### config.mk
export PLATFORM = sky130hd
export DESIGN_NAME = calendar_counter
export DESIGN_NICKNAME = d
export VERILOG_FILES = /design/src/rtl/cal_pkg.sv /design/src/rtl/cal_wr_decode.sv /design/src/rtl/cal_step.sv /design/src/rtl/cal_encode.sv /design/src/rtl/calendar_counter.sv
export SDC_FILE = /design/constraint.sdc
export NUM_CORES = 1
export LEC_CHECK = 0
export ABC_CLOCK_PERIOD_IN_PS = 15800
export CORE_MARGIN = 2
export CORE_UTILIZATION = 39
export CTS_BUF_LIST = sky130_fd_sc_hd__clkbuf_4 sky130_fd_sc_hd__clkbuf_8
export DETAILED_ROUTE_END_ITERATION = 7
export PLACE_DENSITY = 0.56
export RECOVER_POWER = 100
export SYNTH_ARGS = -nofsm -noshare
export SYNTH_HDL_FRONTEND = slang
export SYNTH_HIERARCHICAL = 1
export SYNTH_SLANG_ARGS = --single-unit
export TNS_END_PERCENT = 100
### constraint.sdc
create_clock -name clk -period 15.8 [get_ports clk]
set_clock_uncertainty 0.2 [all_clocks]
set_input_delay 1.58 -clock clk [delete_from_list [all_inputs] [get_ports clk]]
set_output_delay 1.58 -clock clk [all_outputs]
set_load 0.02 [all_outputs]
### src/rtl/cal_pkg.sv
package cal_pkg;
  localparam int FW   = 8;
  localparam int NF   = 7;
  localparam int SELW = 3;

  localparam int I_SEC  = 0;
  localparam int I_MIN  = 1;
  localparam int I_HOUR = 2;
  localparam int I_DOW  = 3;
  localparam int I_DATE = 4;
  localparam int I_MON  = 5;
  localparam int I_YEAR = 6;

  typedef logic [FW-1:0]         fld_t;
  typedef logic [NF-1:0][FW-1:0] cal_arr_t;

  // reset calendar: 00:00:00, weekday 1, first of month 1, year 0
  localparam cal_arr_t CAL_RESET = {8'd0, 8'd1, 8'd1, 8'd1, 8'd0, 8'd0, 8'd0};

  function automatic fld_t bcd_to_bin(input fld_t v);
    fld_t t;
    t = {4'd0, v[7:4]};
    return (t << 3) + (t << 1) + {4'd0, v[3:0]};
  endfunction

  function automatic fld_t bin_to_bcd(input fld_t v);
    logic [3:0] tens;
    logic [3:0] units;
    tens  = 4'(v / 8'd10);
    units = 4'(v % 8'd10);
    return {tens, units};
  endfunction

  function automatic fld_t days_in_month(input fld_t mo, input fld_t yr);
    fld_t d;
    case (mo)
      8'd4, 8'd6, 8'd9, 8'd11: d = 8'd30;
      8'd2:                    d = ((yr % 8'd4) == 8'd0) ? 8'd29 : 8'd28;
      default:                 d = 8'd31;
    endcase
    return d;
  endfunction
endpackage

### src/rtl/cal_wr_decode.sv
module cal_wr_decode
  import cal_pkg::*;
(
  input  logic [FW-1:0] data_i,
  input  logic          is_hour,
  input  logic          bin_mode,
  input  logic          h24_mode,
  output logic [FW-1:0] val_o
);
  logic          twelve;
  logic [FW-1:0] raw_lo;
  logic [FW-1:0] conv;

  assign twelve = is_hour && !h24_mode;

  always_comb begin
    raw_lo = twelve ? {1'b0, data_i[FW-2:0]} : data_i;
    conv   = bin_mode ? raw_lo : bcd_to_bin(raw_lo);
    if (twelve) begin
      if (conv == 8'd12) val_o = data_i[FW-1] ? 8'd12 : 8'd0;
      else               val_o = data_i[FW-1] ? conv + 8'd12 : conv;
    end else begin
      val_o = conv;
    end
  end
endmodule

### src/rtl/cal_step.sv
module cal_step
  import cal_pkg::*;
(
  input  logic [NF-1:0][FW-1:0] cur_i,
  input  logic                  dst_en,
  input  logic                  fall_done,
  output logic [NF-1:0][FW-1:0] nxt_o,
  output logic                  fall_hit,
  output logic                  day_carry
);
  fld_t s, m, h, dw, dt, mo, y, dim;
  logic c_min, c_hr, c_day, c_mon, c_yr, at_0159, spring;

  always_comb begin
    s  = cur_i[I_SEC];
    m  = cur_i[I_MIN];
    h  = cur_i[I_HOUR];
    dw = cur_i[I_DOW];
    dt = cur_i[I_DATE];
    mo = cur_i[I_MON];
    y  = cur_i[I_YEAR];
    dim = days_in_month(mo, y);

    c_min = s >= 8'd59;
    c_hr  = c_min && (m >= 8'd59);
    c_day = c_hr && (h >= 8'd23);
    c_mon = c_day && (dt >= dim);
    c_yr  = c_mon && (mo >= 8'd12);

    nxt_o[I_SEC]  = c_min ? 8'd0 : s + 8'd1;
    nxt_o[I_MIN]  = c_hr ? 8'd0 : (c_min ? m + 8'd1 : m);
    nxt_o[I_HOUR] = c_day ? 8'd0 : (c_hr ? h + 8'd1 : h);
    nxt_o[I_DATE] = c_mon ? 8'd1 : (c_day ? dt + 8'd1 : dt);
    nxt_o[I_DOW]  = c_day ? ((dw >= 8'd7) ? 8'd1 : dw + 8'd1) : dw;
    nxt_o[I_MON]  = c_yr ? 8'd1 : (c_mon ? mo + 8'd1 : mo);
    nxt_o[I_YEAR] = c_yr ? ((y >= 8'd99) ? 8'd0 : y + 8'd1) : y;

    at_0159  = (h == 8'd1) && (m == 8'd59) && (s == 8'd59);
    spring   = dst_en && (mo == 8'd4) && (dw == 8'd1) && (dt <= 8'd7) && at_0159;
    fall_hit = dst_en && (mo == 8'd10) && (dw == 8'd1) && (dt >= 8'd25) && at_0159 && !fall_done;
    if (spring)   nxt_o[I_HOUR] = 8'd3;
    if (fall_hit) nxt_o[I_HOUR] = 8'd1;
    day_carry = c_day;
  end
endmodule

### src/rtl/cal_encode.sv
module cal_encode
  import cal_pkg::*;
(
  input  logic [NF-1:0][FW-1:0] cur_i,
  input  logic                  bin_mode,
  input  logic                  h24_mode,
  output logic [NF-1:0][FW-1:0] raw_o
);
  for (genvar i = 0; i < NF; i++) begin : g_fld
    if (i == I_HOUR) begin : g_hour
      fld_t h, h12, enc12;
      logic pm;
      always_comb begin
        h   = cur_i[i];
        pm  = h >= 8'd12;
        h12 = pm ? h - 8'd12 : h;
        if (h12 == 8'd0) h12 = 8'd12;
        enc12 = bin_mode ? h12 : bin_to_bcd(h12);
        if (h24_mode) raw_o[i] = bin_mode ? h : bin_to_bcd(h);
        else          raw_o[i] = {pm, enc12[FW-2:0]};
      end
    end else begin : g_plain
      assign raw_o[i] = bin_mode ? cur_i[i] : bin_to_bcd(cur_i[i]);
    end
  end
endmodule

### src/rtl/calendar_counter.sv
module calendar_counter
  import cal_pkg::*;
(
  input  logic            clk,
  input  logic            rst_n,
  input  logic            tick_1hz,
  input  logic            set_hold,
  input  logic            bin_mode,
  input  logic            h24_mode,
  input  logic            dst_en,
  input  logic            wr_valid,
  output logic            wr_ready,
  input  logic [SELW-1:0] wr_sel,
  input  logic [FW-1:0]   wr_data,
  output logic [FW-1:0]   sec_o,
  output logic [FW-1:0]   min_o,
  output logic [FW-1:0]   hour_o,
  output logic [FW-1:0]   dow_o,
  output logic [FW-1:0]   date_o,
  output logic [FW-1:0]   month_o,
  output logic [FW-1:0]   year_o,
  output logic            upd_done
);
  cal_arr_t cal_q, cal_n, cal_raw;
  fld_t     wr_val;
  logic     fall_q, fall_hit, day_carry, upd_q;
  logic     wr_fire, adv;

  assign wr_ready = set_hold;
  assign wr_fire  = wr_valid && set_hold;
  assign adv      = tick_1hz && !set_hold;

  cal_wr_decode u_dec (
    .data_i   (wr_data),
    .is_hour  (wr_sel == SELW'(I_HOUR)),
    .bin_mode (bin_mode),
    .h24_mode (h24_mode),
    .val_o    (wr_val)
  );

  cal_step u_step (
    .cur_i     (cal_q),
    .dst_en    (dst_en),
    .fall_done (fall_q),
    .nxt_o     (cal_n),
    .fall_hit  (fall_hit),
    .day_carry (day_carry)
  );

  cal_encode u_enc (
    .cur_i    (cal_q),
    .bin_mode (bin_mode),
    .h24_mode (h24_mode),
    .raw_o    (cal_raw)
  );

  always_ff @(posedge clk or negedge rst_n) begin
    if (!rst_n) begin
      cal_q  <= CAL_RESET;
      fall_q <= 1'b0;
      upd_q  <= 1'b0;
    end else begin
      upd_q <= adv;
      if (wr_fire) begin
        for (int i = 0; i < NF; i++)
          if (wr_sel == SELW'(i)) cal_q[i] <= wr_val;
        fall_q <= 1'b0;
      end else if (adv) begin
        cal_q  <= cal_n;
        fall_q <= (fall_q || fall_hit) && !day_carry;
      end
    end
  end

  assign sec_o    = cal_raw[I_SEC];
  assign min_o    = cal_raw[I_MIN];
  assign hour_o   = cal_raw[I_HOUR];
  assign dow_o    = cal_raw[I_DOW];
  assign date_o   = cal_raw[I_DATE];
  assign month_o  = cal_raw[I_MON];
  assign year_o   = cal_raw[I_YEAR];
  assign upd_done = upd_q;
endmodule

==> impl_metrics.json <==
{
  "first_pass_iters": 6,
  "grt_overflow": 0,
  "cts.sinks": 58,
  "nets": 1461,
  "max_stage_delay_ns": 0.90,
  "antenna_cells": 0,
  "tns_ns": 0,
  "timing.fmax_mhz": 112,
  "synth_async_sr_flop_share_pct": 100,
  "drc_errors": 0,
  "viasPerCell": 5.84,
  "synth-edff-count": 0,
  "vias": 10100,
  "hold_buffers": 0,
  "critPathCaptureType": "output port",
  "grt_pass1_wl_um": 46500,
  "crit_type": "reg2out",
  "syn_inst": 1404,
  "area_growth_pct": 9.25,
  "worstSetupStartpointType": "register",
  "rrSetupSlack_ns": 11.55,
  "boundaryPins": 77,
  "status": "complete, but fails checks",
  "drtIter0Drc": 1020,
  "port_buffers": 76,
  "period_needed_ns": 8.96,
  "final_cells": 1734,
  "setup_viol": 0,
  "period_share_pct": 56.7,
  "dp_cells": 1718,
  "hold_class": "reg2reg",
  "grt_max_degree": 59,
  "die_w_um": 164,
  "synth_flop_cell": "dfrtp_1",
  "cts_buffers": 9,
  "rows": 58,
  "clk_pin_slew_ns": 0.08,
  "syn_area_sq_mm": 0.00993,
  "synth_cell_type_count": 116,
  "wl_per_cell_um": 16.7,
  "ys_seq_area_share_pct": 14.7,
  "violations": "capacitance limit, slew limit",
  "syn_area_per_cell_sq_um": 7.07,
  "path_max_fanout": 30,
  "cp_slowest_cell": "clkbuf_1",
  "worstPathRequired_ns": 14.02,
  "drive_above_1_share_pct": 6.55,
  "path_cells": "clkbuf_1 -> ha_1 -> nor3_1 -> nor3_1 -> or2_1 -> ha_1 -> or3_4 -> o221ai_1 -> a21oi_1 -> o22ai_1 -> inv_1 -> ha_1 -> nor3b_1 -> and3_4 -> o31ai_4 -> nand3_2 -> mux2_4 -> o2111a_1 -> a211oi_1 -> dlygate4sd3_1",
  "crit_top_cell": "ha_1",
  "routed_wirelength_um": 28900,
  "cts_tree": "done",
  "slew_violations": 186,
  "rsz0062_at_grt": "no",
  "place.gp.congestion": 0.855,
  "antenna_found_initial": 0,
  "worstMarginPinSlew_ns": 3.28,
  "clk_path_buf_depth": 2,
  "final_hold_viol_count": 0,
  "die_area_sq_mm": 0.0268,
  "ys_seq_elements": 58,
  "dp_hpwl_um": 20200,
  "drtAntennaViolNets": 0,
  "clk_latency_ns": 0.36,
  "drv_cap": 5,
  "cp.arrival_ns": 7.18,
  "cts_resized": 0,
  "grt_pass1_vias": 8865,
  "min_path_cells": 2,
  "yosysWarnings": 6,
  "r2r_cells": 11,
  "htree_levels": 3,
  "core-area_sq_mm": 0.0251,
  "post_cts_buffers": 0,
  "start_util_pct": 39.6,
  "cts-root-buf": "clkbuf_8",
  "max_slew_margin_pct": -119,
  "fp.dieH_um": 164,
  "gr-usage-all-layers_pct": 21.1
}
-- cells by family (layout without fill, tap and decap cells) --
kind of cell	count (synthesis)	count (layout)	share of synthesized area, %
simple gates	480	480	24.5
compound gates	460	460	31.7
buf+inv	222	221	9.49
mux	87	87	9.28
flops	58	58	14.7
fa+ha+maj	48	48	6.07
xor+xnor	48	48	4.23
other cells	1	2	0.0378
-- cells in the mapped netlist (12+ instances only) --
master,number,area share [%]
buf_4,15,1.1
o21a_1,17,1.3
o31ai_1,17,1.3
a211oi_1,17,1.3
ha_1,41,5.2
nor2b_1,30,1.9
inv_1,113,4.3
nand3_1,32,1.6
xor2_1,12,1.1
o21ai_0,105,5.3
a21oi_1,141,7.1
xnor2_1,36,3.2
nor2_1,130,4.9
dfrtp_1,55,14
nor3_1,31,1.6
nand2_1,113,4.3
mux2i_1,72,7.3
nand2b_1,26,1.6
o22ai_1,25,1.6
and2_1,15,0.94
and3_1,25,1.6
buf_2,13,0.66
clkbuf_1,66,2.5
a31oi_1,15,0.94
-- registers in the layout (all words and copies together) (netlist names) --
register  count
cal_q        56
fall_q        1
upd_done      1
-- area by class of cell --
type / count / area [sq um]
clock buffer: 10 / 138
clock inverter: 6 / 90.1
fill: 2662 / 14300
inverter: 119 / 452
multi-input combinational: 1125 / 7500
sequential: 58 / 1460
tap: 330 / 413
timing repair buffer: 86 / 806
-- worst max-delay path: cells and delay by family, from the launching register on --
family	cells	cell delay [ns]
AOI/OAI and AO/OA	6	1.53
DFF	1	0.32
muxes	1	0.36
and+or+nand+nor	7	1.56
adders and majority gates	3	1.32
buffers and inverters	3	1.71
-- cell usage in the layout (no fill, tap or decap), types with 9 or more instances in the layout --
cell type        netlist  final
a21oi_1              141    141
nor2_1               130    130
inv_1                113    115
nand2_1              113    113
o21ai_0              105    107
mux2i_1               72     73
dfrtp_1               55     55
dlygate4sd3_1          0     55
ha_1                  41     41
xnor2_1               36     36
nand3_1               32     32
nor3_1                31     31
nor2b_1               30     30
nand2b_1              26     26
and3_1                25     25
o22ai_1               25     25
clkdlybuf4s50_1        0     19
a211oi_1              17     19
o31ai_1               17     17
o21a_1                17     17
a31oi_1               15     15
and2_1                15     15
xor2_1                12     12
nor3b_1                9     10
clkbuf_8               0     10
mux2_2                10     10
a21o_1                10     10
a221oi_1               9      9
nand4_1                9      9
nor4_1                 9      9
-- layer usage --
| metal | track usage [%] | routed length (um) |
|---|---|---|
| met2 | 34.0 | 13000 |
| met4 | 3.43 | 272 |
| met1 | 30.8 | 14400 |
| met3 | 2.11 | 1150 |
| met5 | 0 | 0 |
-- worst paths after layout --
| kind | to | startpoint |
|---|---|---|
| min | cal_q[24]$_DFFE_PN1P_ | cal_q[24]$_DFFE_PN1P_ |
| min in group asynchronous | cal_q[51]$_DFFE_PN0P_ | rst_n |
| max in group asynchronous | cal_q[44]$_DFFE_PN0P_ | rst_n |
| max | hour_o[3] | cal_q[18]$_DFFE_PN0P_ |
| max reg2reg | cal_q[54]$_DFFE_PN0P_ | cal_q[44]$_DFFE_PN0P_ |
| min reg2reg | cal_q[24]$_DFFE_PN1P_ | cal_q[24]$_DFFE_PN1P_ |
-- metrics by stage --
stage / util [%] / setup WS, ns / area, sq um / hold slack, ns
2_1_floorplan: - / 9.02 / 9940 / 0.284
3_3_place_gp: 42.6 / 8.19 / 10700 / 0.310
3_5_place_dp: 42.6 / 8.04 / 10700 / 0.317
4_1_cts: 43.5 / 7.64 / 10900 / 0.327
5_1_grt: 43.2 / 6.38 / 10900 / 0.347
6_report: 43.2 / 6.84 / 10900 / 0.327
Power is left out: the tool's default activity adds up to more than one toggle a clock period on the data nets, which glitch-free logic cannot reach.
